### config.mk
export PLATFORM = sky130hd
export DESIGN_NAME = pwm_queued
export DESIGN_NICKNAME = d
export VERILOG_FILES = /design/src/rtl/pwm_q_pkg.sv /design/src/rtl/pwm_q_fifo.sv /design/src/rtl/pwm_q_prescale.sv /design/src/rtl/pwm_q_period.sv /design/src/rtl/pwm_queued.sv
export SDC_FILE = /design/constraint.sdc
export NUM_CORES = 1
export LEC_CHECK = 0
export BUFFER_PORTS_ARGS = -buffer_cell sky130_fd_sc_hd__buf_2
export CELL_PAD_IN_SITES_DETAIL_PLACEMENT = 1
export CELL_PAD_IN_SITES_GLOBAL_PLACEMENT = 1
export CORE_ASPECT_RATIO = 0.5
export CORE_MARGIN = 3
export CORE_UTILIZATION = 49
export CTS_BUF_LIST = sky130_fd_sc_hd__clkbuf_2 sky130_fd_sc_hd__clkbuf_4 sky130_fd_sc_hd__clkbuf_8
export DETAILED_ROUTE_END_ITERATION = 7
export PLACE_DENSITY_LB_ADDON = 0.2
export SYNTH_ARGS = -nofsm -noshare
export SYNTH_HDL_FRONTEND = slang
export SYNTH_SLANG_ARGS = --single-unit
### constraint.sdc
create_clock -name clk -period 3.91 [get_ports clk]
set_input_delay 0.1955 -clock clk [delete_from_list [all_inputs] [get_ports clk]]
set_output_delay 0.1955 -clock clk [all_outputs]
set_load 0.01 [all_outputs]
### src/rtl/pwm_q_pkg.sv
`timescale 1ns/1ps
package pwm_q_pkg;
    // register byte offsets
    localparam logic [7:0] OFF_CTRL = 8'h00;
    localparam logic [7:0] OFF_STAT = 8'h04;
    localparam logic [7:0] OFF_SMPL = 8'h0C;
    localparam logic [7:0] OFF_PER  = 8'h10;
    // control bit positions
    localparam int B_EN     = 0;
    localparam int B_SWR    = 3;
    localparam int B_PRE_LO = 4;
    localparam int B_SRC_LO = 16;
    localparam int B_INV    = 18;
    localparam int B_DBG    = 22;
    localparam int B_WAIT   = 23;
    localparam int B_DOZE   = 24;
    // tick source codes
    localparam logic [1:0] SRC_A = 2'd1;
    localparam logic [1:0] SRC_B = 2'd2;
endpackage

### src/rtl/pwm_q_fifo.sv
`timescale 1ns/1ps
module pwm_q_fifo #(
    parameter int W     = 16,
    parameter int DEPTH = 4
) (
    input  logic                         clk,
    input  logic                         rst_n,
    input  logic                         flush,
    input  logic                         push,
    input  logic                         pop,
    input  logic [W-1:0]                 din,
    output logic [W-1:0]                 head,
    output logic [$clog2(DEPTH+1)-1:0]   level,
    output logic                         full,
    output logic                         empty
);
    localparam int PTR_W = (DEPTH > 1) ? $clog2(DEPTH) : 1;
    localparam int LVL_W = $clog2(DEPTH + 1);

    typedef struct packed {
        logic [DEPTH-1:0][W-1:0] mem;
        logic [PTR_W-1:0]        wp;
        logic [PTR_W-1:0]        rp;
        logic [LVL_W-1:0]        lvl;
    } fifo_st_t;

    fifo_st_t st_d, st_q;
    logic do_push, do_pop;

    assign full  = (st_q.lvl == LVL_W'(DEPTH));
    assign empty = (st_q.lvl == '0);
    assign level = st_q.lvl;
    assign head  = st_q.mem[st_q.rp];

    always_comb begin
        st_d    = st_q;
        do_push = push && !full;
        do_pop  = pop && !empty;
        if (flush) begin
            st_d.wp  = '0;
            st_d.rp  = '0;
            st_d.lvl = '0;
        end else begin
            if (do_push) begin
                st_d.mem[st_q.wp] = din;
                st_d.wp = (st_q.wp == PTR_W'(DEPTH - 1)) ? '0 : st_q.wp + 1'b1;
            end
            if (do_pop)
                st_d.rp = (st_q.rp == PTR_W'(DEPTH - 1)) ? '0 : st_q.rp + 1'b1;
            case ({do_push, do_pop})
                2'b10:   st_d.lvl = st_q.lvl + 1'b1;
                2'b01:   st_d.lvl = st_q.lvl - 1'b1;
                default: st_d.lvl = st_q.lvl;
            endcase
        end
    end

    always_ff @(posedge clk or negedge rst_n) begin
        if (!rst_n) st_q <= '0;
        else        st_q <= st_d;
    end
endmodule

### src/rtl/pwm_q_prescale.sv
`timescale 1ns/1ps
module pwm_q_prescale #(
    parameter int PRE_W = 12
) (
    input  logic             clk,
    input  logic             rst_n,
    input  logic             clr,
    input  logic             src_tick,
    input  logic [PRE_W-1:0] div_m1,
    output logic             tick
);
    logic [PRE_W-1:0] cnt_d, cnt_q;

    assign tick = !clr && src_tick && (cnt_q >= div_m1);

    always_comb begin
        cnt_d = cnt_q;
        if (clr)           cnt_d = '0;
        else if (src_tick) cnt_d = tick ? '0 : cnt_q + 1'b1;
    end

    always_ff @(posedge clk or negedge rst_n) begin
        if (!rst_n) cnt_q <= '0;
        else        cnt_q <= cnt_d;
    end
endmodule

### src/rtl/pwm_q_period.sv
`timescale 1ns/1ps
module pwm_q_period #(
    parameter int PW = 16
) (
    input  logic          clk,
    input  logic          rst_n,
    input  logic          clr,
    input  logic          tick,
    input  logic [PW-1:0] period,
    input  logic [PW-1:0] sample,
    output logic          roll,
    output logic          high
);
    localparam int CW = PW + 1;

    logic [CW-1:0] cnt_d, cnt_q;
    logic [CW-1:0] last_val;

    assign last_val = {1'b0, period} + CW'(1);
    assign roll     = !clr && tick && (cnt_q >= last_val);
    assign high     = cnt_q < {1'b0, sample};

    always_comb begin
        cnt_d = cnt_q;
        if (clr)       cnt_d = '0;
        else if (tick) cnt_d = roll ? '0 : cnt_q + 1'b1;
    end

    always_ff @(posedge clk or negedge rst_n) begin
        if (!rst_n) cnt_q <= '0;
        else        cnt_q <= cnt_d;
    end
endmodule

### src/rtl/pwm_queued.sv
`timescale 1ns/1ps
module pwm_queued
    import pwm_q_pkg::*;
#(
    parameter int AW         = 5,
    parameter int DW         = 32,
    parameter int PW         = 16,
    parameter int PRE_W      = 12,
    parameter int DEPTH      = 4,
    parameter int SWR_CYCLES = 4
) (
    input  logic          clk,
    input  logic          rst_n,
    input  logic          bus_sel,
    input  logic          bus_we,
    input  logic [AW-1:0] bus_addr,
    input  logic [DW-1:0] bus_wdata,
    output logic [DW-1:0] bus_rdata,
    input  logic          src_tick_a,
    input  logic          src_tick_b,
    output logic          pwm_out
);
    localparam int LVL_W = $clog2(DEPTH + 1);
    localparam int SC_W  = (SWR_CYCLES > 1) ? $clog2(SWR_CYCLES) : 1;

    typedef struct packed {
        logic             en;
        logic [PRE_W-1:0] pre;
        logic [1:0]       src;
        logic             inv;
        logic             dbg;
        logic             wt;
        logic             dz;
        logic             swr;
        logic [SC_W-1:0]  swr_cnt;
        logic [PW-1:0]    per;
        logic [PW-1:0]    act;
        logic             fresh;
    } st_t;

    st_t st_d, st_q;

    logic wr_any, wr_ctrl, wr_smp, wr_per, enter_rst;
    logic pop, run, src_tick, pre_tick, roll, high;
    logic fifo_full, fifo_empty;
    logic [PW-1:0]    fifo_head;
    logic [LVL_W-1:0] fifo_level;
    logic unused_wdata;

    assign unused_wdata = ^bus_wdata;

    assign run = st_q.en && !st_q.fresh;

    always_comb begin
        case (st_q.src)
            SRC_A:   src_tick = src_tick_a;
            SRC_B:   src_tick = src_tick_b;
            default: src_tick = 1'b0;
        endcase
    end

    always_comb begin
        wr_any    = bus_sel && bus_we && !st_q.swr;
        wr_ctrl   = wr_any && (bus_addr == AW'(OFF_CTRL));
        wr_smp    = wr_any && (bus_addr == AW'(OFF_SMPL));
        wr_per    = wr_any && (bus_addr == AW'(OFF_PER));
        enter_rst = wr_ctrl && bus_wdata[B_SWR];
        pop       = !fifo_empty && ((st_q.en && st_q.fresh) || roll);

        st_d = st_q;
        if (st_q.swr) begin
            if (st_q.swr_cnt == '0) st_d.swr = 1'b0;
            else                    st_d.swr_cnt = st_q.swr_cnt - 1'b1;
        end else if (enter_rst) begin
            st_d         = '0;
            st_d.swr     = 1'b1;
            st_d.swr_cnt = SC_W'(SWR_CYCLES - 1);
            st_d.fresh   = 1'b1;
        end else begin
            if (wr_ctrl) begin
                st_d.en  = bus_wdata[B_EN];
                st_d.pre = bus_wdata[B_PRE_LO +: PRE_W];
                st_d.src = bus_wdata[B_SRC_LO +: 2];
                st_d.inv = bus_wdata[B_INV];
                st_d.dbg = bus_wdata[B_DBG];
                st_d.wt  = bus_wdata[B_WAIT];
                st_d.dz  = bus_wdata[B_DOZE];
            end
            if (wr_per) st_d.per = bus_wdata[PW-1:0];
            if (pop)    st_d.act = fifo_head;
            if (!st_q.en)        st_d.fresh = 1'b1;
            else if (st_q.fresh) st_d.fresh = 1'b0;
        end
    end

    always_ff @(posedge clk or negedge rst_n) begin
        if (!rst_n) begin
            st_q       <= '0;
            st_q.fresh <= 1'b1;
        end else begin
            st_q <= st_d;
        end
    end

    always_comb begin
        bus_rdata = '0;
        case (bus_addr)
            AW'(OFF_CTRL): begin
                bus_rdata[B_EN]                = st_q.en;
                bus_rdata[B_SWR]               = st_q.swr;
                bus_rdata[B_PRE_LO +: PRE_W]   = st_q.pre;
                bus_rdata[B_SRC_LO +: 2]       = st_q.src;
                bus_rdata[B_INV]               = st_q.inv;
                bus_rdata[B_DBG]               = st_q.dbg;
                bus_rdata[B_WAIT]              = st_q.wt;
                bus_rdata[B_DOZE]              = st_q.dz;
            end
            AW'(OFF_STAT): bus_rdata[LVL_W-1:0] = fifo_level;
            AW'(OFF_SMPL): bus_rdata[PW-1:0]    = st_q.act;
            AW'(OFF_PER):  bus_rdata[PW-1:0]    = st_q.per;
            default:       bus_rdata = '0;
        endcase
    end

    assign pwm_out = st_q.inv ^ (run && high);

    pwm_q_fifo #(.W(PW), .DEPTH(DEPTH)) u_fifo (
        .clk   (clk),
        .rst_n (rst_n),
        .flush (enter_rst),
        .push  (wr_smp),
        .pop   (pop),
        .din   (bus_wdata[PW-1:0]),
        .head  (fifo_head),
        .level (fifo_level),
        .full  (fifo_full),
        .empty (fifo_empty)
    );

    pwm_q_prescale #(.PRE_W(PRE_W)) u_pre (
        .clk      (clk),
        .rst_n    (rst_n),
        .clr      (!run),
        .src_tick (src_tick),
        .div_m1   (st_q.pre),
        .tick     (pre_tick)
    );

    pwm_q_period #(.PW(PW)) u_per (
        .clk    (clk),
        .rst_n  (rst_n),
        .clr    (!run),
        .tick   (pre_tick),
        .period (st_q.per),
        .sample (st_q.act),
        .roll   (roll),
        .high   (high)
    );
endmodule

=== After elaboration in Yosys (flattened, before gate mapping) ===
Cells that the tools add are included.

* Bitwise gates (word level): 3
* Reductions and logical operators: 37
* Add/sub/neg operators: 8
* Equal/unequal tests: 13
* $lt $le $gt $ge: 6
* Mux-type cells: 33

{| class="wikitable"
|+ Operator list
! operator !! number
|-
| bitwise mux 64 bit || 1
|-
| two-way mux 16 bit || 4
|-
| two-way mux 17 bit || 3
|-
| case mux 13 bit (3 select lines) || 1
|-
| two-way mux 19 bit || 2
|-
| two-way mux 12 bit || 3
|-
| two-way mux 33 bit || 1
|-
| binary-select mux 16 bit (select 2 bit) || 1
|-
| demux 16 bit (select 2 bit) || 1
|-
| adder 16 x 1 -> 17 bit, second input constant || 1
|-
| adder 17 x 1 -> 17 bit, second input constant || 1
|-
| greater-or-equal comparator 17 bit || 1
|-
| logical AND 1 bit || 17
|-
| less-than comparator 17 x 16 -> 1 bit || 1
|-
| adder 12 x 1 -> 12 bit, second input constant || 1
|-
| greater-or-equal comparator 12 bit || 1
|-
| two-way mux 3 bit || 4
|-
| nonzero test 2 bit || 6
|-
| two-way mux 2 bit || 5
|-
| AND reduction 2 bit || 5
|-
| == test 2 bit, second input constant || 4
|-
| two-way mux 7 bit || 1
|-
| less-than comparator 2 x 3 -> 1 bit, second input constant || 2
|-
| case mux 2 bit (3 select lines) || 1
|-
| other kinds (24) || 32
|}

* Flip-flop bits (word level): 155
* Input bits: 43
* Word-level logic and storage cells: 121

=== Logic depth before layout (Yosys ltp) ===
Gate-level depths: netlist of the first run.

* Word-level depth: 12
* Mapped depth: 18
* Gate-level depth less buffers: 18

=== By module ===
Synthesis of the first run repeated with hierarchy kept, for this count alone.

* Cell total of the unflattened synthesis: 898
* Area, all modules: 9512.9 um^2

{| class="wikitable"
|+ Modules (own cells, without submodules)
! module !! instances !! cells an instance !! area an instance (um^2) !! seq. area each (um^2)
|-
| pwm_q_fifo || 1 || 219 || 3508.4 || 1776.7
|-
| pwm_queued || 1 || 300 || 2849.0 || 1377.6
|-
| pwm_q_period || 1 || 250 || 2004.4 || 425.4
|-
| pwm_q_prescale || 1 || 129 || 1151.1 || 300.3
|}

=== Worst setup path before layout of the first run ===
No wires, ideal clock.

* Kind: register to register
* From: register st_q[20] (netlist name)
* To: register u_fifo.st_q (netlist bit u_fifo.level[2])
* Required time: 3.786 ns
* Setup slack: 0.394 ns
* Stages on the path, launching flop included: 19
* Setup time: 0.124 ns
* Clock period less this slack: 3.516 ns
* Arrival: 3.392 ns
* Cell sequence: dfrtp_1 > and3_1 > and3_1 > and3_1 > and3_1 > xnor2_1 > ha_1 > o21ai_0 > nor2_1 > nor3_1 > o21a_1 > a21oi_4 > o21bai_2 > nor2_1 > fa_1 > and2_1 > mux2i_1 > a21o_1 > a21oi_1

* Cells in the longest elaborated chain, start to end: 9
* Elaborated cells on any way between the ends: 11
* Classes of those cells: add/sub (1); order compare (1); eq/ne (2); mux (2); reduce/logical (5)

{| class="wikitable"
|+ Ends and longest elaborated chain
! element !! line !! RTL
|-
| from (decl) || pwm_queued.sv:41 || <nowiki>st_t st_d, st_q;</nowiki>
|-
| from (signal assigned) || pwm_queued.sv:101 || <nowiki>st_q <= st_d;</nowiki>
|-
| adder 16 x 1 -> 17 bit * || pwm_q_period.sv:19 || <nowiki>assign last_val = {1'b0, period} + CW'(1);</nowiki>
|-
| greater-or-equal comparator 17 bit * || pwm_q_period.sv:20 || <nowiki>assign roll = !clr && tick && (cnt_q >= last_val);</nowiki>
|-
| logical AND 1 bit * || pwm_q_period.sv:20 ||
|-
| logical OR 1 bit * || pwm_queued.sv:68 || <nowiki>pop = !fifo_empty && ((st_q.en && st_q.fresh) || roll);</nowiki>
|-
| logical AND 1 bit * || pwm_queued.sv:68 ||
|-
| logical AND 1 bit * || pwm_q_fifo.sv:38 || <nowiki>do_pop = pop && !empty;</nowiki>
|-
| == test 2 x 1 -> 1 bit / == test 2 bit (equally long branches) || pwm_q_fifo.sv:50 || <nowiki>case ({do_push, do_pop})</nowiki>
|-
| case mux 3 bit (2 select lines) || pwm_q_fifo.sv:50 ||
|-
| two-way mux 7 bit || pwm_q_fifo.sv:39 || <nowiki>if (flush) begin</nowiki>
|-
| to (signal assigned) || pwm_q_fifo.sv:60 || <nowiki>else st_q <= st_d;</nowiki>
|-
| to (decl) || pwm_q_fifo.sv:27 || <nowiki>fifo_st_t st_d, st_q;</nowiki>
|}

Every way passes the cells marked *; elsewhere a longest branch is shown, timed or not.
A chain may end at the register's enable or synchronous reset.

=== Final worst setup path of the first run ===
* From: register st_q[19] (netlist name)
* To: register u_fifo.st_q (netlist bit u_fifo.level[2])

Same word-level chain as after synthesis.

==> run metrics, run 1 <==
share of cells above drive strength 1=0.2246; Gate Count Post-Synth=850; I/O Pins=76; Num CTS Buffers=17; CP Launch Type=register; Final HPWL DP=17620 um; Final Hold Viols=0; vias in the first global route=7000; Yosys top cell area share=0.4353; Synth area leaders=dfrtp_1 44%, mux2_2 8.1%, ha_1 7.8%, nand2_1 4.3%, mux2i_1 4.3%; ys flop type=dfrtp_1; DRT Pass-1 Iters=7; NumNets Final=1021; CTS tree=yes; Final Setup Violations=0; number of nets with antenna violations after routing=0; Post-synth EDFFs=0; pwr dens=387.5 mW/mm^2; Crit path arrival time=4.12 ns; fill count=1963; clock sink total=155; Die Width=196.1 um; CP peak stage delay=0.46 ns; flops & latches, synth=155; DR iter-0 viols=428; sequential area share after synthesis=0.4383; Synth Area per Inst=10.41 um^2; Peak VDD IR=0.0002272 V; Cell Area, Synth=0.008852 mm^2; Post-Route WL=25100 um; Total Routing Usage GR=0.2614; global route total overflow=0; Worst EP required=4.32 ns; Fmax=0.2696 GHz; largest area contributor in the netlist=dfrtp_1; first-pass GRT wire length=39440 um; worst skew pair latency=0.48 ns; Area Overhead vs Synth=12.30%; Setup WS pre-CTS=0.1548 ns; Async SR Flop Fraction=1.000; vias per std cell=5.771; Netlist cell types=58; CP max FO=6; crit path max-delay cell type=dfrtp_2; endpoint class of the critical path=register; Ys Warns=0; DR WL/cell=21.47 um; Row Count=34; max_slew headroom=0.2632; Leak=0.004883 uW; Die H=101.0 um; initial core utilization=0.5051; placed insts=1120; Clock Tree Buf Depth=2; Min-Delay Path Class=input pin to register; Worst Skew=0.01892 ns; Final Non-Filler Cells=1169; n_diodes=0; Clock Tree Root=clkbuf_8; Max Cap Viol=0; status=complete, no violations; H-Tree Depth=4; Tcrit/Tclk final=0.9485; number of port buffers=55; crit-path cells=and3_4 -> and3_1 -> and3_4 -> and3_1 -> xnor2_1 -> ha_1 -> o21ai_1 -> nor2_1 -> nor3_1 -> o21a_1 -> a21oi_4 -> o21bai_4 -> nor2_2 -> fa_2 -> and2_1 -> mux2i_1 -> nand3_1 -> a21oi_2; Die Footprint=0.01981 mm^2; core footprint=0.01753 mm^2; Crit Path Class=register to register; Final Max Tran Viols=0; worst slew pin tran=1.105 ns; DR vias=6746; clk slew on worst S/H paths=0.10 ns; Final WS setup=0.2014 ns; drt drc=0; Final min period=3.709 ns; initial antenna violation count=0; Placer Congestion=0.8270; largest net degree at the start of global routing=101
cell usage in the layout (no fill, tap or decap), types with 17 or more instances in the layout:
| master | count |
|---|---|
| nand2_1 | 102 |
| xor2_1 | 18 |
| nand3b_1 | 20 |
| a21oi_1 | 31 |
| dfrtp_1 | 153 |
| buf_4 | 19 |
| nand3_1 | 27 |
| and3_1 | 19 |
| ha_1 | 55 |
| o21ai_0 | 56 |
| clkbuf_8 | 17 |
| nor2_1 | 47 |
| mux2_2 | 64 |
| mux2i_1 | 38 |
| buf_2 | 54 |
| inv_1 | 41 |
repair_timing:
| action | CTS | global route |
|---|---|---|
| endpoints found under the hold margin | 109 | 0 |
| endpoints found under the setup margin | 0 | 5 |
| gates resized for setup | 0 | 13 |
| setup buffers | 0 | 5 |
| hold buffers | 12 | 0 |
worst max-delay path, delay by kind of cell (launching register included):
kind	cells	cell delay, ns
flip-flops	1	0.46
multiplexers	1	0.18
adder cells (fa/ha/maj)	2	0.71
XOR/XNOR	1	0.12
AND/OR/NAND/NOR	9	1.40
AO/OA/AOI/OAI	5	0.77
worst paths after layout:
path                              endpoint  depth (start not counted)  slack [ns]           from
max                        u_fifo.level[2]                         18        0.20       st_q[19]
min                               st_q[29]                          3        0.02  bus_wdata[12]
max reg2reg                u_fifo.level[2]                         18        0.20       st_q[19]
min reg2reg                       st_q[36]                          2        0.47       st_q[36]
max in group asynchronous         st_q[19]                          3        2.53          rst_n
min in group asynchronous   u_pre.cnt_q[5]                          2        0.36          rst_n
per-stage QoR:
| step | total power, uW | hold WS, ns | instance area, um^2 | util | setup TNS (ns) |
|---|---|---|---|---|---|
| after floorplan | 2355 | -0.1001 | 8886 | - | 0 |
| after global placement | 2552 | 0.3327 | 9356 | 0.5338 | 0 |
| after detailed placement | 2608 | 0.3453 | 9356 | 0.5338 | 0 |
| after CTS | 3850 | 0.003135 | 9858 | 0.5625 | 0 |
| after global routing | 4048 | 0.03072 | 9941 | 0.5672 | -0.01169 |
| final | 3852 | 0.02424 | 9941 | 0.5672 | 0 |
cell usage after synthesis, drive strengths merged (20+ instances only):
| library cell | instances |
|---|---|
| dfrtp | 154 |
| nor2 | 49 |
| inv | 41 |
| nand2 | 102 |
| mux2 | 64 |
| ha | 55 |
| and3 | 21 |
| buf | 25 |
| nand3 | 28 |
| a21oi | 36 |
| nand3b | 20 |
| o21ai | 58 |
| mux2i | 38 |
flip-flops by register name, summed over array words and instances, names as in the netlist:
register      count
u_fifo.level      3
u_per.cnt_q      17
st_q             55
u_pre.cnt_q      12
u_fifo.st_q      68
final cells by class:
class / count / area [um^2] / area share
clock buffer: 19 / 249.0 / 0.02505
sequential: 155 / 3881 / 0.3904
clock inverter: 13 / 132.6 / 0.01334
timing repair buffer: 86 / 544.3 / 0.05475
tap: 234 / 292.8 / 0.02945
multi-input combinational: 621 / 4687 / 0.4715
inverter: 41 / 153.9 / 0.01548
per-layer routing:
layer,track usage,wire (um),vias to the layer above
li1,-,-,3115
met1,0.3737,12250,3486
met2,0.4110,11420,120
met3,0.05643,1118,25
met4,0.06240,308,0
met5,0,0,-
where the power goes:
group / switching [uW] / total, uW / internal, uW
Combinational: 357 / 688 / 331
Sequential: 204 / 1940 / 1740
Clock: 690 / 1220 / 534
Total: 1250 / 3850 / 2600
kinds of logic (layout without fill, tap and decap cells):
logic type                 after synthesis  in the layout  synth area share
other                                    1             10         0.0004236
buffers and inverters                   83            159           0.04170
adders and majority gates               56             56           0.08000
DFF                                    155            155            0.4383
muxes                                  118            118            0.1651
AOI/OAI and AO/OA                      130            130           0.09230
and+or+nand+nor                        279            279            0.1545
xor gates and xnor gates                28             28           0.02770
Power figures use the tool's default switching activity.
==> run 2, diff against run 1 <==
--- a/config.mk
+++ b/config.mk
@@ -9,7 +9,7 @@
 export CELL_PAD_IN_SITES_DETAIL_PLACEMENT = 1
 export CELL_PAD_IN_SITES_GLOBAL_PLACEMENT = 1
 export CORE_ASPECT_RATIO = 0.5
-export CORE_MARGIN = 3
+export CORE_MARGIN = 4
 export CORE_UTILIZATION = 49
 export CTS_BUF_LIST = sky130_fd_sc_hd__clkbuf_2 sky130_fd_sc_hd__clkbuf_4 sky130_fd_sc_hd__clkbuf_8
 export DETAILED_ROUTE_END_ITERATION = 7
==> constraint.sdc (replaced) <==
create_clock -name clk -period 3.91 [get_ports clk]
set_input_delay 0.1955 -clock clk [delete_from_list [all_inputs] [get_ports clk]]
set_output_delay 0.1955 -clock clk [all_outputs]
set_load 0.02 [all_outputs]
==> run metrics, run 2 (same netlist as run 1, synthesis figures left out) <==
Final min period=3.748 ns (was 3.709 ns); status=complete, no violations (unchanged); r2r startpoint=st_q[20] (was st_q[19]); number of nets with antenna violations after routing=0 (unchanged); drt drc=0 (unchanged); Die H=103.0 um (was 101.0 um); Hold Worst Slack=0.01761 ns (was 0.02424 ns); Die Width=198.1 um (was 196.1 um); Clock Tree Root=clkbuf_8 (unchanged); Final Setup Violations=0 (unchanged); r2r endpoint=u_fifo.level[2] (unchanged); Worst Skew=0.01509 ns (was 0.01892 ns); Placer Congestion=0.8713 (was 0.8270); Crit path arrival time=4.17 ns (was 4.12 ns); largest register by flop count=u_fifo.st_q (unchanged); worst slew pin tran=1.035 ns (was 1.105 ns); number of port buffers=55 (unchanged); Total Routing Usage GR=0.2596 (was 0.2614); max_slew headroom=0.3101 (was 0.2632); DR vias=6840 (was 6746); CTS tree=yes (unchanged); vias in the first global route=7242 (was 7000); commonest non-fill, non-tap cell in the layout=dfrtp_1 (unchanged); r2r worst-path depth=18 (unchanged); initial antenna violation count=0 (unchanged); top flop regs=u_fifo.st_q x68, st_q x55, u_per.cnt_q x17 (unchanged); commonest cells after routing, fill and taps aside=153 x dfrtp_1, 102 x nand2_1, 64 x mux2_2 (unchanged); first-pass GRT wire length=40540 um (was 39440 um); DRT Pass-1 Iters=5 (was 7); share of cells above drive strength 1=0.2203 (was 0.2246); r2r setup slk=0.16 ns (was 0.20 ns); Post-Route WL=25250 um (was 25100 um); Max Cap Viol=0 (unchanged); Clock Tree Buf Depth=2 (unchanged); cell count along the critical path=18 (unchanged); placed insts=1122 (was 1120); max reg flops=68 (unchanged); CP peak stage delay=0.43 ns (was 0.46 ns); Crit Path Class=register to register (unchanged); Worst EP required=4.34 ns (was 4.32 ns); Peak VDD IR=0.0002554 V (was 0.0002272 V); crit-path cells=and3_1 -> and3_1 -> nand3_1 -> nor2_1 -> xnor2_1 -> ha_1 -> a21o_1 -> a21o_1 -> a21oi_1 -> o21a_1 -> a21oi_4 -> o21bai_2 -> nor2_1 -> fa_1 -> and3_1 -> a21oi_1 -> nand3_1 -> a21oi_1 (was and3_4 -> and3_1 -> and3_4 -> and3_1 -> xnor2_1 -> ha_1 -> o21ai_1 -> nor2_1 -> nor3_1 -> o21a_1 -> a21oi_4 -> o21bai_4 -> nor2_2 -> fa_2 -> and2_1 -> mux2i_1 -> nand3_1 -> a21oi_2); initial core utilization=0.5051 (unchanged); WP buf/inv=0 (unchanged); Leak=0.004888 uW (was 0.004883 uW); DR iter-0 viols=382 (was 428); core footprint=0.01753 mm^2 (unchanged); vias per std cell=5.851 (was 5.771); crit path max-delay cell type=dfrtp_1 (was dfrtp_2); Final Hold Viols=0 (unchanged); global route total overflow=0 (unchanged); DR WL/cell=21.60 um (was 21.47 um); Final Max Tran Viols=0 (unchanged); Final HPWL DP=18100 um (was 17620 um); pwr dens=384.1 mW/mm^2 (was 387.5 mW/mm^2); endpoint class of the critical path=register (unchanged); clk slew on worst S/H paths=0.10 ns (about the same); n_diodes=0 (unchanged); Tcrit/Tclk final=0.9584 (was 0.9485); Area Overhead vs Synth=12.21% (was 12.30%); Crit path max-delay family=compound AO/OA/AOI/OAI gates (was simple AND/OR/NAND/NOR gates); Min-Delay Path Class=input pin to register (unchanged); Post-DP Area=0.009397 mm^2 (was 0.009356 mm^2); setup tns final=0 ns (unchanged); worst setup path endpoint=u_fifo.level[2] (unchanged); I/O Pins=76 (unchanged); Fmax=0.2668 GHz (was 0.2696 GHz); post-route cell area=0.009933 mm^2 (was 0.009941 mm^2); crit path from=st_q[20] (was st_q[19]); NumNets Final=1021 (unchanged); Final Non-Filler Cells=1169 (unchanged); H-Tree Depth=4 (unchanged); largest net degree at the start of global routing=109 (was 101); CP max FO=5 (was 6); fill count=1947 (was 1963); Overall Power=3815 uW (was 3852 uW); Num CTS Buffers=17 (unchanged); Row Count=34 (unchanged); CP Launch Type=register (unchanged); clock sink total=155 (unchanged); Die Footprint=0.02041 mm^2 (was 0.01981 mm^2); worst skew pair latency=0.49 ns (was 0.48 ns)
[run 2: how the worst min path moves through the flow]
| stage | from | end | slack, ns | cells after the start |
|---|---|---|---|---|
| 3_3_place_gp | rst_n | u_fifo.st_q[41] | 0.40 | 1 |
| 4_1_cts | bus_wdata[8] | st_q[25] | 0.005 | 3 |
| 6_report | bus_wdata[14] | st_q[31] | 0.02 | 3 |
| 2_1_floorplan | rst_n | st_q[10] | -0.10 | 0 |
| 5_1_grt | bus_wdata[4] | st_q[42] | 0.03 | 3 |
| 3_5_place_dp | rst_n | u_fifo.st_q[9] | 0.40 | 1 |
[run 2: metal layers]
metal	wire, um	track usage	vias to the layer above
li1	-	-	3116
met1	12210	0.3694	3567
met2	11690	0.4220	126
met3	1052	0.04473	31
met4	299	0.06029	0
met5	0	0	-
[run 2: power breakdown]
part           internal, uW  leakage, uW  switching (uW)
Combinational           326      0.00262             405
Clock                   490     0.000187             700
Sequential             1740      0.00208             157
Total                  2550      0.00489            1260
[run 2: metrics by stage]
| stage | setup WS [ns] | util |
|---|---|---|
| 2_1_floorplan | 0.3941 | - |
| 3_3_place_gp | 0.3115 | 0.5361 |
| 3_5_place_dp | 0.1707 | 0.5361 |
| 4_1_cts | 0.1290 | 0.5642 |
| 5_1_grt | -0.02951 | 0.5667 |
| 6_report | 0.1625 | 0.5667 |
[run 2: worst min-delay path: cells and delay by family]
family                 cells  cell delay [ns]
buffers and inverters      1             0.15
AND/OR/NAND/NOR            1             0.07
AO/OA/AOI/OAI              1             0.05
[run 2: repair_timing]
| item | in CTS | in global routing |
|---|---|---|
| hold buffers | 12 | 0 |
| setup buffers | 0 | 3 |
| hold endpoints to repair | 118 | 0 |
| gates resized for setup | 0 | 7 |
| endpoints found under the setup margin | 0 | 4 |
[run 2: layout make-up]
class	instances	area, um^2	share of cell area
clock inverter	12	110.1	0.01108
clock buffer	20	262.8	0.02645
timing repair buffer	86	569.3	0.05731
inverter	41	153.9	0.01549
multi-input combinational	621	4663	0.4695
tap	234	292.8	0.02947
sequential	155	3881	0.3907
